==> src/rtl/i2c_cfg_pkg.sv <==
package i2c_cfg_pkg;
  localparam int unsigned NREG_DEF = 16;
  localparam int unsigned DW_DEF   = 8;

  typedef enum logic [2:0] {
    ST_IDLE,
    ST_DEV,
    ST_DEV_ACK,
    ST_WR,
    ST_WR_ACK,
    ST_RD,
    ST_RD_ACK
  } st_e;
endpackage

==> src/rtl/i2c_cfg_line_sync.sv <==
module i2c_cfg_line_sync #(
  parameter int unsigned STAGES = 2
) (
  input  logic clk_i,
  input  logic rst_ni,
  input  logic scl_i,
  input  logic sda_i,
  output logic scl_s_o,
  output logic sda_s_o,
  output logic scl_rise_o,
  output logic scl_fall_o,
  output logic start_o,
  output logic stop_o
);
  logic [STAGES-1:0] scl_pipe, sda_pipe;
  logic scl_q, sda_q;

  always_ff @(posedge clk_i or negedge rst_ni) begin
    if (!rst_ni) begin
      scl_pipe <= '1;
      sda_pipe <= '1;
      scl_q    <= 1'b1;
      sda_q    <= 1'b1;
    end else begin
      scl_pipe <= {scl_pipe[STAGES-2:0], scl_i};
      sda_pipe <= {sda_pipe[STAGES-2:0], sda_i};
      scl_q    <= scl_pipe[STAGES-1];
      sda_q    <= sda_pipe[STAGES-1];
    end
  end

  assign scl_s_o    = scl_pipe[STAGES-1];
  assign sda_s_o    = sda_pipe[STAGES-1];
  assign scl_rise_o = scl_s_o & ~scl_q;
  assign scl_fall_o = ~scl_s_o & scl_q;
  // SDA edge while SCL stays high
  assign start_o    = scl_s_o & scl_q & sda_q & ~sda_s_o;
  assign stop_o     = scl_s_o & scl_q & ~sda_q & sda_s_o;
endmodule

==> src/rtl/i2c_cfg_regfile.sv <==
module i2c_cfg_regfile #(
  parameter int unsigned NREG = 16,
  parameter int unsigned DW   = 8,
  localparam int unsigned AW  = $clog2(NREG)
) (
  input  logic               clk_i,
  input  logic               rst_ni,
  input  logic               we_i,
  input  logic [AW-1:0]      waddr_i,
  input  logic [DW-1:0]      wdata_i,
  input  logic [AW-1:0]      raddr_i,
  output logic [DW-1:0]      rdata_o,
  output logic [NREG*DW-1:0] image_o
);
  for (genvar g = 0; g < NREG; g++) begin : g_reg
    logic [DW-1:0] q;
    always_ff @(posedge clk_i or negedge rst_ni) begin
      if (!rst_ni)                             q <= '0;
      else if (we_i && waddr_i == AW'(g))      q <= wdata_i;
    end
    assign image_o[g*DW +: DW] = q;
  end

  assign rdata_o = image_o[raddr_i*DW +: DW];
endmodule

==> src/rtl/i2c_cfg_slave.sv <==
module i2c_cfg_slave
  import i2c_cfg_pkg::*;
#(
  parameter int unsigned NREG      = NREG_DEF,
  parameter int unsigned DW        = DW_DEF,
  parameter logic [6:0]  ADDR_BASE = 7'b1011000,
  parameter int unsigned PIN_POS   = 2,
  localparam int unsigned AW       = $clog2(NREG),
  localparam int unsigned CW       = $clog2(DW + 1)
) (
  input  logic               clk_i,
  input  logic               rst_ni,
  input  logic               scl_i,
  input  logic               sda_i,
  input  logic               addr_sel_i,
  output logic [NREG*DW-1:0] regs_o,
  output logic               sda_pd_o
);
  logic scl_s, sda_s, scl_rise, scl_fall, start, stop;
  st_e           state;
  logic [CW-1:0] cnt;
  logic [DW-1:0] shreg, tx;
  logic [AW-1:0] ptr;
  logic          rw, first, nack;
  logic [6:0]    dev_addr;
  logic [DW-1:0] rd_data;
  logic          we;
  logic          byte_end;

  i2c_cfg_line_sync u_sync (
    .clk_i, .rst_ni, .scl_i, .sda_i,
    .scl_s_o(scl_s), .sda_s_o(sda_s), .scl_rise_o(scl_rise),
    .scl_fall_o(scl_fall), .start_o(start), .stop_o(stop)
  );

  always_comb begin
    dev_addr          = ADDR_BASE;
    dev_addr[PIN_POS] = addr_sel_i;
  end

  assign byte_end = scl_fall && (cnt == CW'(DW));
  assign we       = (state == ST_WR) && byte_end && !first && !start && !stop;

  i2c_cfg_regfile #(.NREG(NREG), .DW(DW)) u_regs (
    .clk_i, .rst_ni,
    .we_i(we), .waddr_i(ptr), .wdata_i(shreg),
    .raddr_i(ptr), .rdata_o(rd_data), .image_o(regs_o)
  );

  always_ff @(posedge clk_i or negedge rst_ni) begin
    if (!rst_ni) begin
      state    <= ST_IDLE;
      cnt      <= '0;
      shreg    <= '0;
      tx       <= '0;
      ptr      <= '0;
      rw       <= 1'b0;
      first    <= 1'b0;
      nack     <= 1'b0;
      sda_pd_o <= 1'b0;
    end else if (start) begin
      state    <= ST_DEV;
      cnt      <= '0;
      sda_pd_o <= 1'b0;
    end else if (stop) begin
      state    <= ST_IDLE;
      sda_pd_o <= 1'b0;
    end else begin
      unique case (state)
        ST_IDLE: ;
        ST_DEV: begin
          if (scl_rise) begin
            shreg <= {shreg[DW-2:0], sda_s};
            cnt   <= cnt + 1'b1;
          end else if (byte_end) begin
            if (shreg[7:1] == dev_addr) begin
              sda_pd_o <= 1'b1;
              rw       <= shreg[0];
              state    <= ST_DEV_ACK;
            end else begin
              state <= ST_IDLE;
            end
          end
        end
        ST_DEV_ACK: if (scl_fall) begin
          cnt <= '0;
          if (rw) begin
            tx       <= rd_data;
            sda_pd_o <= ~rd_data[DW-1];
            state    <= ST_RD;
          end else begin
            sda_pd_o <= 1'b0;
            first    <= 1'b1;
            state    <= ST_WR;
          end
        end
        ST_WR: begin
          if (scl_rise) begin
            shreg <= {shreg[DW-2:0], sda_s};
            cnt   <= cnt + 1'b1;
          end else if (byte_end) begin
            sda_pd_o <= 1'b1;
            state    <= ST_WR_ACK;
            if (first) ptr <= shreg[AW-1:0];
            else       ptr <= ptr + 1'b1;
          end
        end
        ST_WR_ACK: if (scl_fall) begin
          sda_pd_o <= 1'b0;
          cnt      <= '0;
          first    <= 1'b0;
          state    <= ST_WR;
        end
        ST_RD: begin
          if (scl_rise) begin
            cnt <= cnt + 1'b1;
          end else if (byte_end) begin
            sda_pd_o <= 1'b0;
            ptr      <= ptr + 1'b1;
            state    <= ST_RD_ACK;
          end else if (scl_fall) begin
            sda_pd_o <= ~tx[DW-2];
            tx       <= {tx[DW-2:0], 1'b0};
          end
        end
        ST_RD_ACK: begin
          if (scl_rise) begin
            nack <= sda_s;
          end else if (scl_fall) begin
            if (nack) begin
              state <= ST_IDLE;
            end else begin
              tx       <= rd_data;
              sda_pd_o <= ~rd_data[DW-1];
              cnt      <= '0;
              state    <= ST_RD;
            end
          end
        end
        default: state <= ST_IDLE;
      endcase
    end
  end
endmodule

==> config.mk <==
export PLATFORM = sky130hd
export DESIGN_NAME = i2c_cfg_slave
export DESIGN_NICKNAME = d
export VERILOG_FILES = /design/src/rtl/i2c_cfg_pkg.sv /design/src/rtl/i2c_cfg_line_sync.sv /design/src/rtl/i2c_cfg_regfile.sv /design/src/rtl/i2c_cfg_slave.sv
export SDC_FILE = /design/constraint.sdc
export NUM_CORES = 1
export LEC_CHECK = 0
export BUFFER_PORTS_ARGS = -buffer_cell sky130_fd_sc_hd__buf_2
export CORE_ASPECT_RATIO = 0.75
export CORE_MARGIN = 8
export CORE_UTILIZATION = 38
export CTS_BUF_LIST = sky130_fd_sc_hd__clkbuf_4
export DETAILED_ROUTE_END_ITERATION = 10
export GPL_TIMING_DRIVEN = 0
export PLACE_DENSITY_LB_ADDON = 0.12
export SLEW_MARGIN = 20
export SYNTH_ARGS = -nofsm -noshare
export SYNTH_HDL_FRONTEND = slang
export SYNTH_SLANG_ARGS = --single-unit
==> constraint.sdc <==
create_clock -name clk_i -period 4.75 [get_ports clk_i]
set_clock_uncertainty 0.05 [all_clocks]
set_input_delay 0.7125 -clock clk_i [delete_from_list [all_inputs] [get_ports clk_i]]
set_output_delay 0.7125 -clock clk_i [all_outputs]
set_load 0.02 [all_outputs]
==> Implementation_results.wiki <==
{| class="wikitable"
! Metric !! Value
|-
| Part of the Yosys area used for sequential elements || 0.528
|-
| Max VDD drop || 0.000156 V
|-
| Initial antenna violation count || 1
|-
| Fill cell instance count of the final layout || 1902
|-
| Nets || 744
|-
| Register bit count reported by yosys || 164
|-
| Total Die Area || around 25000 sq um
|-
| Area taken by multi-input logic gates || 3440 sq um
|-
| Cell at the root of the clock tree || sky130_fd_sc_hd__clkbuf_4
|-
| Remaining global-route overflow || 0
|-
| Arrival time worst endpoint || 3270 ps
|-
| Final Max Tran Viols || 0
|-
| Synth top area share || 0.508
|-
| Core Area || 20200 sq um
|-
| Hold Slack || slightly above 70 ps
|-
| Number of buffers inserted to repair setup after CTS || 0
|-
| Mean post-synth cell area || 13.4 sq um
|-
| Total area of sequential cells || 4110 sq um
|-
| Result of the run || finished, final reports clean
|-
| Clock transition time at the flip-flop clock pins of the worst setup and hold paths || ~160 ps
|-
| Post-synthesis instance area || 7790 sq um
|-
| Post-layout total power || 0.00276 W
|-
| Sum Neg Setup Slack || 0 ps
|-
| Final HPWL from detailed placement || between 15000 and 20000 um
|-
| Largest net degree at the start of global routing || slightly above 90
|-
| TritonCTS clock tree || built
|-
| Required time of the critical path || 5170 ps
|-
| Fraction of synthesized area in multiplexers || 0.300
|-
| Initial cell density of the core || 0.386
|-
| Most instantiated flip-flop cell in the synthesis netlist || sky130_fd_sc_hd__dfrtp_1
|-
| Proportion of register bits with asynchronous set or reset after synthesis || 1.00
|-
| Detailed-route wire length || roughly 24000 um
|-
| Post-detailed-route count of antenna-violating nets || 0
|-
| Worst-path fanout max || 10
|-
| Global-route wire length before repair || 37500 um
|-
| All-layer global routing usage || 0.196
|-
| Number of distinct library cell variants in the gate-level netlist after synthesis || 55
|-
| Share of synthesized cell area in full adder, half adder and majority cells || 0.00964
|-
| # IOs || 134
|-
| Top post-synthesis cells by count || 158 x sky130_fd_sc_hd__dfrtp_1, 109 x sky130_fd_sc_hd__mux2_2, 32 x sky130_fd_sc_hd__mux2_1
|-
| H-tree depth || 4
|-
| Compound-Gate Fraction of Synth Area || 0.0599
|-
| Wirelength per Cell || between 20 and 25 um
|-
| Minimum clock period after layout || 2850 ps
|-
| Number of global-route vias before repair || 5784
|-
| Post-Synth XOR/XNOR Area || 0.00450
|-
| Maximum clock path buffer count || 2
|-
| Dominant cell by count in the synthesized netlist || sky130_fd_sc_hd__dfrtp_1
|-
| Cell types with the largest area share after synthesis || sky130_fd_sc_hd__dfrtp_1 51%, sky130_fd_sc_hd__mux2_2 16%, sky130_fd_sc_hd__mux4_2 8.7%
|-
| RSZ-0062 raised after global routing || false
|-
| Number of warnings printed during yosys synthesis || 0
|-
| Final setup viols || 0
|-
| Number of core rows || 45
|-
| Number of enable-type register cells in the synthesized netlist || 0
|-
| PostCTS Resize Cnt || 0
|-
| Worst-Margin Slew || 782 ps
|-
| Detail-routed via count per cell || 5.54
|-
| Clock insertion delay at the later pin of the skew report || 580 ps
|-
| X dimension of the die || 181 um
|-
| Synthesized netlist cell count || 580
|-
| Period Utilization, post-route || 0.600
|-
| CP startpoint kind || register
|-
| Total leakage power || 4.68 nW
|-
| Maximum frequency from static timing analysis || 0.351 GHz
|-
| Worst relative slew slack || 0.473
|-
| Die height || 140 um
|-
| Post-CTS Hold Buffers || 0
|-
| Total via count after detailed routing || 5569
|-
| Number of sinks on the clock net || 164
|-
| Type of destination of the critical path || register
|-
| Number of search-and-repair iterations in the first detailed-routing pass || 4
|-
| Simple-gate portion of the synthesized area || 0.0675
|-
| Area overhead of the layout relative to synthesis || 17.5%
|-
| Power per standard cell area || roughly 300 nW/um^2
|-
| Number of CTS-inserted buffers || 17
|-
| Global placement routability congestion || 0.861
|-
| Layout cell share with drive strength beyond 1 || 0.452
|-
| Cell type with the highest aggregate area in the netlist || sky130_fd_sc_hd__dfrtp_1
|-
| Max-cap viol count || 0
|-
| DRC errors left || 0
|-
| Port Buf Inserts || 133
|-
| Final number of hold-violating endpoints || 0
|-
| Setup CP Type || reg2reg
|-
| Number of violations reported at the end of detailed-routing iteration 0 || 396
|-
| Net count after synthesis || between 500 and 600
|-
| Class of the tightest hold or removal check || in2async
|-
| Dominant combinational cell family by area after synthesis || multiplexers
|-
| Share of the core filled with cells || 0.454
|}
placed cells by master (no fill, tap or decap), drive strengths merged, types with 7 or more instances in the layout:
master / count
dfrtp: 158
a21oi: 24
mux2i: 7
o21ai: 17
inv: 15
nand2: 27
clkbuf: 40
a22oi: 10
mux4: 30
nand3: 10
buf: 153
nor3: 10
nor2: 19
nor2b: 8
clkinv: 8
mux2: 141
where the power goes:
group	switching, W	internal, W	leakage (nW)
sequential	0.0000280	0.00144	2.26
combinational	0.000251	0.0000859	2.24
clock	0.000534	0.000423	0.178
total	0.000813	0.00195	4.68
critical path, stage by stage, from the launching register on:
cell                       delay [ps]
sky130_fd_sc_hd__dfrtp_1          430
sky130_fd_sc_hd__buf_2            350
sky130_fd_sc_hd__buf_2            410
sky130_fd_sc_hd__inv_1            120
sky130_fd_sc_hd__ha_1             200
sky130_fd_sc_hd__and3_1           140
sky130_fd_sc_hd__clkbuf_1         160
sky130_fd_sc_hd__nand2_1          490
sky130_fd_sc_hd__mux2_2           400
stage by stage:
step	setup slack, ps	cell area (sq um)	std cells
floorplan	2700	7790	580
global placement	467	8780	971
detailed placement	1930	8810	972
CTS	1930	9150	1004
global route	1790	9150	1005
finish	1900	9150	1005
registers in the layout, summed over array words and instances, names as in the netlist:
signal           count
sda_pd_o             1
tx                   7
ptr                  4
first                1
nack                 1
u_sync.scl_pipe      2
shreg                8
state                3
u_sync.scl_q         1
u_regs.g.q         128
cnt                  4
u_sync.sda_q         1
rw                   1
u_sync.sda_pipe      2
path summary, 6_finish.rpt:
| path | start | end | slack [ps] | depth (start not counted) |
|---|---|---|---|---|
| setup / recovery | ptr[1]$_DFFE_PN0P_ | u_regs.g_reg[13].q[7]$_DFFE_PN0P_ | 1900 | 8 |
| hold / removal | rst_ni | u_regs.g_reg[0].q[4]$_DFFE_PN0P_ | 70 | 1 |
| setup reg to reg | ptr[1]$_DFFE_PN0P_ | u_regs.g_reg[13].q[7]$_DFFE_PN0P_ | 1900 | 8 |
| hold reg to reg | u_sync.sda_pipe[0]$_DFF_PN1_ | u_sync.sda_pipe[1]$_DFF_PN1_ | 320 | 0 |
| max in group asynchronous | rst_ni | u_sync.scl_pipe[1]$_DFF_PN1_ | 3710 | 2 |
| min in group clk_i | sda_i | u_sync.sda_pipe[0]$_DFF_PN1_ | 180 | 1 |
cells by family after synthesis:
group           after synthesis
flops                       164
mux                         178
xor+xnor                      4
compound gates               72
fa+ha+maj                     6
buf+inv                      54
simple gates                102
area by class of cell:
class	instances	share of cell area
diodes	1	0.000274
multi-input cells	362	0.376
clock inverters	15	0.0223
repair buffers	134	0.0769
flip-flops and latches	164	0.449
clock buffers	17	0.0139
plain buffers	42	0.0215
well taps	258	0.0353
inverters	12	0.00492
layer usage:
layer | GRT usage | vias to the layer above | share of wire
li1 | - | 2432 | -
met1 | 0.293 | 2932 | 0.50
met2 | 0.274 | 189 | 0.42
met3 | 0.0581 | 16 | 0.071
met4 | 0.0422 | 0 | 0.0078
met5 | 0 | - | 0
(Power assumes the default switching activity.)
